File: src/rtl/i2c_tgt_pkg.sv
package i2c_tgt_pkg;
   typedef enum logic [2:0] {
      ST_IDLE,
      ST_ADDR,
      ST_RX,
      ST_TX,
      ST_HOLD,
      ST_WAIT
   } tgt_state_e;

   localparam logic [4:0] TENBIT_PREFIX = 5'b11110;
endpackage

File: src/rtl/i2c_tgt_sync.sv
module i2c_tgt_sync #(
   parameter int STAGES = 2,
   parameter int WIDTH  = 1
) (
   input  logic             clk,
   input  logic             rst_n,
   input  logic [WIDTH-1:0] d,
   output logic [WIDTH-1:0] q
);
   generate
      if (STAGES < 2) begin : g_bad_stages
         $error("i2c_tgt_sync: STAGES must be at least 2");
      end
   endgenerate

   logic [STAGES-1:0][WIDTH-1:0] chain;

   always_ff @(posedge clk or negedge rst_n) begin
      if (!rst_n) chain <= '1;
      else        chain <= {chain[STAGES-2:0], d};
   end

   assign q = chain[STAGES-1];
endmodule

File: src/rtl/i2c_tgt_cond.sv
module i2c_tgt_cond #(
   parameter int SYNC_STAGES = 2
) (
   input  logic clk,
   input  logic rst_n,
   input  logic scl_i,
   input  logic sda_i,
   output logic scl_s,
   output logic sda_s,
   output logic scl_rise,
   output logic scl_fall,
   output logic start_det,
   output logic stop_det,
   output logic busy
);
   logic [1:0] lines_q;
   logic       scl_prev, sda_prev;

   i2c_tgt_sync #(.STAGES(SYNC_STAGES), .WIDTH(2)) u_sync (
      .clk   (clk),
      .rst_n (rst_n),
      .d     ({scl_i, sda_i}),
      .q     (lines_q)
   );

   assign scl_s = lines_q[1];
   assign sda_s = lines_q[0];

   always_ff @(posedge clk or negedge rst_n) begin
      if (!rst_n) begin
         scl_prev <= 1'b1;
         sda_prev <= 1'b1;
      end else begin
         scl_prev <= scl_s;
         sda_prev <= sda_s;
      end
   end

   assign scl_rise  = !scl_prev && scl_s;
   assign scl_fall  = scl_prev && !scl_s;
   assign start_det = scl_prev && scl_s && sda_prev && !sda_s;
   assign stop_det  = scl_prev && scl_s && !sda_prev && sda_s;

   always_ff @(posedge clk or negedge rst_n) begin
      if (!rst_n)         busy <= 1'b0;
      else if (start_det) busy <= 1'b1;
      else if (stop_det)  busy <= 1'b0;
   end

   p_busy_on_start_r1: assert property (@(posedge clk) disable iff (!rst_n)
      start_det |=> busy);
   p_idle_on_stop_r1: assert property (@(posedge clk) disable iff (!rst_n)
      stop_det |=> !busy);
endmodule

File: src/rtl/i2c_tgt_engine.sv
module i2c_tgt_engine
   import i2c_tgt_pkg::*;
#(
   parameter int ADDR_W     = 7,
   parameter bit GC_SUPPORT = 1'b1
) (
   input  logic              clk,
   input  logic              rst_n,
   input  logic              scl_s,
   input  logic              sda_s,
   input  logic              scl_rise,
   input  logic              scl_fall,
   input  logic              start_det,
   input  logic              stop_det,
   input  logic [ADDR_W:0]   own_cfg,
   input  logic [ADDR_W:0]   tx_byte,
   input  logic              host_release,
   output logic [ADDR_W:0]   rx_byte,
   output logic              sda_drv,
   output logic              scl_hold,
   output logic              irq,
   output logic              addressed,
   output logic              xmit,
   output logic              gc_hit,
   output logic              nack
);
   localparam int DATA_W = ADDR_W + 1;
   localparam int CNT_W  = $clog2(DATA_W + 2);
   localparam logic [CNT_W-1:0] LAST_BIT = CNT_W'(DATA_W);
   localparam logic [CNT_W-1:0] ACK_BIT  = CNT_W'(DATA_W + 1);

   generate
      if (ADDR_W != 7) begin : g_bad_addr
         $error("i2c_tgt_engine: only 7-bit addressing is supported");
      end
   endgenerate

   tgt_state_e        state;
   logic [CNT_W-1:0]  cnt;
   logic [DATA_W-1:0] sr;
   logic              own_match, gc_match, tenbit, hit;

   assign tenbit    = (sr[DATA_W-1 -: 5] == TENBIT_PREFIX);
   assign own_match = (sr[DATA_W-1:1] == own_cfg[ADDR_W:1]) && (sr[DATA_W-1:1] != '0);

   generate
      if (GC_SUPPORT) begin : g_gc
         assign gc_match = own_cfg[0] && (sr == '0);
      end else begin : g_no_gc
         assign gc_match = 1'b0;
      end
   endgenerate

   assign hit = !tenbit && (own_match || gc_match);
   assign irq = (state == ST_HOLD);

   always_ff @(posedge clk or negedge rst_n) begin
      if (!rst_n) begin
         state     <= ST_IDLE;
         cnt       <= '0;
         sr        <= '0;
         rx_byte   <= '0;
         sda_drv   <= 1'b0;
         scl_hold  <= 1'b0;
         addressed <= 1'b0;
         xmit      <= 1'b0;
         gc_hit    <= 1'b0;
         nack      <= 1'b0;
      end else if (start_det) begin
         state     <= ST_ADDR;
         cnt       <= '0;
         sda_drv   <= 1'b0;
         scl_hold  <= 1'b0;
         addressed <= 1'b0;
         gc_hit    <= 1'b0;
         nack      <= 1'b0;
      end else if (stop_det) begin
         state     <= ST_IDLE;
         cnt       <= '0;
         sda_drv   <= 1'b0;
         scl_hold  <= 1'b0;
         addressed <= 1'b0;
      end else begin
         unique case (state)
            ST_ADDR, ST_RX: begin
               if (scl_rise && cnt <= LAST_BIT) begin
                  cnt <= cnt + 1'b1;
                  if (cnt < LAST_BIT) sr <= {sr[DATA_W-2:0], sda_s};
               end else if (scl_fall && cnt == LAST_BIT) begin
                  if (state == ST_RX) begin
                     rx_byte <= sr;
                     sda_drv <= 1'b1;
                  end else if (hit) begin
                     sda_drv   <= 1'b1;
                     addressed <= 1'b1;
                     xmit      <= sr[0];
                     gc_hit    <= gc_match;
                  end else begin
                     state <= ST_IDLE;
                  end
               end else if (scl_fall && cnt == ACK_BIT) begin
                  sda_drv  <= 1'b0;
                  scl_hold <= 1'b1;
                  state    <= ST_HOLD;
                  cnt      <= '0;
               end
            end
            ST_TX: begin
               if (scl_rise && cnt <= LAST_BIT) begin
                  cnt <= cnt + 1'b1;
                  if (cnt == LAST_BIT) nack <= sda_s;
               end else if (scl_fall && cnt != '0 && cnt < LAST_BIT) begin
                  sr      <= {sr[DATA_W-2:0], 1'b0};
                  sda_drv <= !sr[DATA_W-2];
               end else if (scl_fall && cnt == LAST_BIT) begin
                  sda_drv <= 1'b0;
               end else if (scl_fall && cnt == ACK_BIT) begin
                  cnt <= '0;
                  if (nack) begin
                     state <= ST_WAIT;
                  end else begin
                     scl_hold <= 1'b1;
                     state    <= ST_HOLD;
                  end
               end
            end
            ST_HOLD: begin
               if (host_release) begin
                  scl_hold <= 1'b0;
                  cnt      <= '0;
                  if (xmit) begin
                     sr      <= tx_byte;
                     sda_drv <= !tx_byte[DATA_W-1];
                     state   <= ST_TX;
                  end else begin
                     sda_drv <= 1'b0;
                     state   <= ST_RX;
                  end
               end
            end
            default: ;
         endcase
      end
   end

   p_sda_moves_scl_low_r6: assert property (@(posedge clk) disable iff (!rst_n)
      (!$stable(sda_drv) && !$past(start_det) && !$past(stop_det)) |-> !scl_s);
   p_stretch_only_low_r5: assert property (@(posedge clk) disable iff (!rst_n)
      scl_hold |-> !scl_s);
   p_tenbit_rejected_r4: assert property (@(posedge clk) disable iff (!rst_n)
      (state == ST_ADDR && scl_fall && cnt == LAST_BIT && tenbit && !start_det && !stop_det)
      |=> !addressed);
   p_ack_slot_free_r7: assert property (@(posedge clk) disable iff (!rst_n)
      (state == ST_TX && cnt == ACK_BIT) |-> !sda_drv);
   p_quiet_after_nack_r8: assert property (@(posedge clk) disable iff (!rst_n)
      (state == ST_WAIT) |-> (!sda_drv && !scl_hold));
endmodule

File: src/rtl/i2c_target_ctrl.sv
module i2c_target_ctrl #(
   parameter int SYNC_STAGES = 2,
   parameter bit GC_SUPPORT  = 1'b1
) (
   input  logic       clk,
   input  logic       rst_n,
   input  logic       scl_i,
   input  logic       sda_i,
   output logic       scl_oe_o,
   output logic       sda_oe_o,
   input  logic [7:0] own_addr_i,
   input  logic [7:0] tx_byte_i,
   input  logic       host_release_i,
   output logic [7:0] rx_byte_o,
   output logic       irq_o,
   output logic       bus_busy_o,
   output logic       addressed_o,
   output logic       xmit_o,
   output logic       gc_hit_o,
   output logic       nack_o
);
   logic scl_s, sda_s, scl_rise, scl_fall, start_det, stop_det;

   i2c_tgt_cond #(.SYNC_STAGES(SYNC_STAGES)) u_cond (
      .clk       (clk),
      .rst_n     (rst_n),
      .scl_i     (scl_i),
      .sda_i     (sda_i),
      .scl_s     (scl_s),
      .sda_s     (sda_s),
      .scl_rise  (scl_rise),
      .scl_fall  (scl_fall),
      .start_det (start_det),
      .stop_det  (stop_det),
      .busy      (bus_busy_o)
   );

   i2c_tgt_engine #(.ADDR_W(7), .GC_SUPPORT(GC_SUPPORT)) u_engine (
      .clk          (clk),
      .rst_n        (rst_n),
      .scl_s        (scl_s),
      .sda_s        (sda_s),
      .scl_rise     (scl_rise),
      .scl_fall     (scl_fall),
      .start_det    (start_det),
      .stop_det     (stop_det),
      .own_cfg      (own_addr_i),
      .tx_byte      (tx_byte_i),
      .host_release (host_release_i),
      .rx_byte      (rx_byte_o),
      .sda_drv      (sda_oe_o),
      .scl_hold     (scl_oe_o),
      .irq          (irq_o),
      .addressed    (addressed_o),
      .xmit         (xmit_o),
      .gc_hit       (gc_hit_o),
      .nack         (nack_o)
   );

   p_irq_tracks_stretch_r5: assert property (@(posedge clk) disable iff (!rst_n)
      (irq_o && host_release_i) |=> (!scl_oe_o && !irq_o));
endmodule

File: config.mk
export PLATFORM = sky130hd
export DESIGN_NAME = i2c_target_ctrl
export DESIGN_NICKNAME = d
export VERILOG_FILES = /design/src/rtl/i2c_tgt_pkg.sv /design/src/rtl/i2c_tgt_sync.sv /design/src/rtl/i2c_tgt_cond.sv /design/src/rtl/i2c_tgt_engine.sv /design/src/rtl/i2c_target_ctrl.sv
export SDC_FILE = /design/constraint.sdc
export NUM_CORES = 1
export LEC_CHECK = 0
export ABC_AREA = 1
export CORE_MARGIN = 8
export CORE_UTILIZATION = 30
export CTS_BUF_LIST = sky130_fd_sc_hd__clkbuf_8
export CTS_CLUSTER_DIAMETER = 40
export DETAILED_ROUTE_END_ITERATION = 12
export DONT_BUFFER_PORTS = 1
export PLACE_DENSITY = 0.47
export SKIP_LAST_GASP = 1
export SYNTH_ARGS = -nofsm -noshare
export SYNTH_HDL_FRONTEND = slang
export SYNTH_SLANG_ARGS = --single-unit
File: constraint.sdc
create_clock -name clk -period 2.5 [get_ports clk]
set_input_delay 0.375 -clock clk [delete_from_list [all_inputs] [get_ports clk]]
set_output_delay 0.375 -clock clk [all_outputs]
set_load 0.01 [all_outputs]
; ---- After elaboration in Yosys (flattened, before gate mapping)
; Cells that the tools add are included.
[totals]
ff_bits = 36
memories = 0
latch_bits = 0
output_inout_bits = 16
rom_bits = 0
in_bits = 21
ramBits = 0
[op_classes]
add_sub_neg = 1
eq_ne = 34
n_mux = 76
div = 0
magnitude_cmp = 2
n_reduce_logical = 49
bitwise_logic = 4
shifts = 0
mul = 0
[ops]
columns = cell, count
row1 = $mux 8, 6
row2 = $mux 1, 45
row3 = $mux 3, 12
row4 = $mux 4, 8
row5 = $ne 4x4->1 const B, 6
row6 = $pmux 8 s3, 1
row7 = $reduce_and 10->1, 2
row8 = $logic_and 1x1->1, 15
row9 = $reduce_and 7->1, 2
row10 = $reduce_bool 2->1, 7
row11 = $pmux 4 s3, 1
row12 = $reduce_and 6->1, 2
row13 = $reduce_bool 3->1, 4
row14 = $ne 2x2->1 const B, 5
row15 = $ne 5x3->1 const B, 2
row16 = $ne 5x5->1 const B, 2
row17 = $pmux 3 s3, 1
row18 = $reduce_and 9->1, 1
row19 = $eq 4x4->1 const B, 2
row20 = $logic_not 8->1, 1
row21 = $ne 2x1->1 const B, 4
row22 = $ne 4x3->1 const B, 2
row23 = $eq 7x7->1, 1
row24 = $logic_not 1->1, 7
row25 = 21 further kinds, 27

; ---- Longest topological paths before layout
[depth]
ltp_word = 11
ltp_mapped = 13
ltp_nobuf = 13

; ---- Hierarchy
; Synthesis repeated with hierarchy kept, for this count alone.
[unflattened]
hier_cells = 281
hier_area_um2 = 2083.2
[by_module_without_submodules]
columns = module, n_inst, seq_area_each_um2, cells_each, area_each_um2
row1 = i2c_tgt_engine, 1, 725.7, 258, 1831.8
row2 = i2c_tgt_cond, 1, 77.6, 17, 131.4
row3 = i2c_tgt_sync, 1, 105.1, 6, 120.1

; ---- Worst setup path after synthesis
; OpenSTA, ideal clock, no wires.
[synth_path]
path_type = reg2reg
start = register u_engine.cnt[0]
end = register u_engine.sr[4]
arrival_time_ns = 1.539
path_stages_with_launch = 11
period_less_slack_ns = 1.662
path_buffers = 1
path_slack_ns = 0.838
setup_ns = 0.123
path_cell_list = dfrtp_1 inv_1 ha_1 nand2_1 nor2_4 o21ai_1 o21ai_1 nand3_2 buf_6 nand2_1 o21ai_2
[synth_between]
elab_chain_len = 5
word_cells_on_any_way = 11
cone_classes = order compare: 2 / eq/ne: 4 / reduce/logical: 5
[synth_lines]
columns = element, line
row1 = from (decl), i2c_tgt_engine.sv:39  ; logic [CNT_W-1:0] cnt;
row2 = from (signal assigned), i2c_tgt_engine.sv:87  ; cnt <= cnt + 1'b1;
row3 = from (signal assigned), i2c_tgt_engine.sv:110  ; cnt <= cnt + 1'b1;
row4 = branches (longest 4 deep; another with $le 4x4->1), --
row5 = $reduce_and 9->1 (no source line) *, --
row6 = to (signal assigned), i2c_tgt_engine.sv:88  ; if (cnt < LAST_BIT) sr <= {sr[DATA_W-2:0], sda_s};
row7 = to (signal assigned), i2c_tgt_engine.sv:113  ; sr <= {sr[DATA_W-2:0], 1'b0};
row8 = to (signal assigned), i2c_tgt_engine.sv:132  ; sr <= tx_byte;
row9 = to (decl), i2c_tgt_engine.sv:40  ; logic [DATA_W-1:0] sr;
; Mark *: on every way between the ends.
; A chain may end at the register's enable or synchronous reset.

; ---- Worst setup path after layout
[layout_path]
start = register u_engine.cnt[0]
end = register u_engine.sr[7]
; Same word-level chain as after synthesis.

==> metrics.txt <==
Syn Area/Cell=7.56 µm²; vias in the first global route=1797; WL per Instance=13.5 µm; final hold violations=0; synthesized cell area=2120 µm²; DP HPWL=4.01 mm; via count=1731; 1st-iter DRT viols=131; clock latency on the worst-skew pair=0.29 ns; maximum resistive drop on vdd=327 µV; placed cell count=373; Placed Area=2220 µm²; worst setup path startpoint=u_engine.cnt[0]; CTS resizes=0; required time of the critical path=2.67 ns; CP Class=reg2reg; Placement Rows=30; Final WS setup=0.540 ns; #FFs+latches synth=36; core region area=6790 µm²; CP Capture Type=register; Max Fclk=510 MHz; vias per cell=4.52; DIE AREA=10000 µm²; RSZ-0062 raised after global routing=no; DRT Pass-1 Iters=4; initial antenna violation count=0; worst-path fanout max=16; CTS max path bufs=2; syn_nets=304; measured slew at the worst slew-check pin=0.476 ns; Slew Limit Headroom=0.680; Synth area leader=dfrtp_1; Syn. warnings=0; initial core utilization=0.311; worst r2r src=u_engine.cnt[0]; CP arrival=2.13 ns; run status=complete, no violations; Worst-path clk slew=0.07 ns; setup TNS=0 ns; Leak=1.15 nW; clock sinks=36; final slew viol count=0; IO buf count=0; Yosys top cell area share=0.355; # Post-CTS Setup Buffers=0; Clock H-tree levels=2; P per Cell Area=1010 nW/µm²; post-route cell area=2330 µm²; final non-filler cell total=383; CTS tree=built; # Max-Cap Violations=0; Area contributors post-synth=dfrtp_1, nand2_1, dfstp_2, inv_1, o21ai_0; Die Y-Extent=100 µm; Antenna Nets Post-Route=0; minimum clock period=1.96 ns; Pwr Total=2.35 mW; Setup WS pre-CTS=0.567 ns; total wire length=5.18 mm; share of layout cells above drive strength 1=0.171; final setup violation count=0; Top Ports=37; cells after synthesis=280; gr ovfl total=0; area added between synthesis and finish=10.3%; HP Class=in2reg; Worst Setup Start Kind=register; antenna cells=0; ratio of final minimum period to clock period=0.784; global-route wire length before repair=8.91 mm; Post-synth EDFFs=0; Post-CTS Hold Buffers=2; Num CTS Buffers=5; GRT Total Usage=0.113; Total Nets Final=310; async set-reset flop share out of synthesis=1.00; Layout Skew=0.00563 ns; Netlist cell types=32; worst hold start=scl_i; Placer Congestion=0.861; ys flop type=dfrtp_1; DRC=0; largest net degree at the start of global routing=37; die width=100 µm; Root Driver=clkbuf_8; register area share after synthesis=0.429
==> per-layer routing <==
metal  wire [µm]  part of all wire  GRT usage
met5           0                 0          0
met4          76             0.015     0.0442
met3         295             0.057     0.0311
met2        2300              0.44      0.176
met1        2510              0.48      0.145
==> Yosys cell counts (2+ instances only) <==
cell and count:
a21oi_1 5, dfrtp_1 30, dfstp_2 6, ha_1 3
inv_1 31, inv_2 10, nand2_1 83, nand2_2 5
nand3_1 19, nand3_2 4, nand3b_1 3, nand4_1 7
nor2_1 19, nor2_4 2, nor3_1 3, o21ai_0 22
o21ai_1 2, o21ai_2 8, o22ai_1 3, xnor2_1 2
xor2_1 2
==> sequential cells by signal (all words and copies together), names as in the netlist, 2 cells and up <==
| name | flops |
|---|---|
| u_engine.rx_byte | 8 |
| u_engine.sr | 8 |
| u_engine.cnt | 4 |
| u_engine.state | 3 |
| u_cond.u_sync.chain | 2 |
| u_cond.u_sync.q | 2 |
==> layout make-up <==
type                    instances  area [µm²]
clock buffers                   5        68.8
clock inverters                 3        18.8
fillers                       739        4460
inverters                      41         154
multi-input cells             199        1030
flip-flops and latches         36         908
well taps                      96         120
repair buffers                  3        37.5
==> kinds of logic (layout without fill, tap and decap cells) <==
logic type      Yosys count  in the layout  synth area share
compound gates           45             45             0.134
xor+xnor                  4              4            0.0166
flops                    36             36             0.429
simple gates            147            147             0.316
fa+ha+maj                 3              3            0.0177
buf+inv                  45             52            0.0857
==> per-stage QoR <==
step / utilization / hold WS (ns)
2_1_floorplan: - / 0.0794
3_3_place_gp: 0.326 / 0.0819
3_5_place_dp: 0.326 / 0.0819
4_1_cts: 0.343 / 0.0638
5_1_grt: 0.343 / 0.0539
6_report: 0.343 / 0.0730
==> path summary, 6_finish.rpt <==
path,endpoint,slack [ns],depth (start not counted)
worst max-delay path,u_engine.sr[7],0.54,9
worst min-delay path,u_cond.u_sync.chain[1],0.07,0
worst max register to register,u_engine.sr[7],0.54,9
worst min register to register,u_cond.u_sync.q[0],0.36,0
max in group asynchronous,u_cond.u_sync.chain[0],1.71,2
min in group asynchronous,u_engine.sr[2],0.55,2
==> critical path, stage by stage, from the launching register on <==
cell	delay [ns]
dfrtp_1	0.42
inv_1	0.10
ha_1	0.17
nand2_1	0.12
nor2_4	0.15
o21ai_1	0.10
o21ai_1	0.17
nand3_2	0.35
nand2_1	0.19
o21ai_2	0.07
==> layout by cell type, fill, tap and decap left out, types with 2 or more instances in the layout <==
master,count
o21ai_2,8
dfstp_2,6
inv_2,10
inv_1,31
a21oi_1,5
o21ai_1,2
nand4_1,7
nor2_1,19
nand3_2,4
nand2_2,5
xor2_1,2
o21ai_0,22
nor2_4,2
nor3_1,3
ha_1,3
nand3_1,19
nand3b_1,3
o22ai_1,3
nand2_1,83
clkbuf_8,5
xnor2_1,2
dfrtp_1,30
clkinv_2,2
==> power breakdown <==
part	internal (mW)	switching [mW]	total [mW]	leakage [nW]
sequential	0.717	0.140	0.857	0.460
clock	0.194	0.221	0.415	0.0479
combinational	0.352	0.724	1.08	0.637
(Power assumes the default switching activity.)
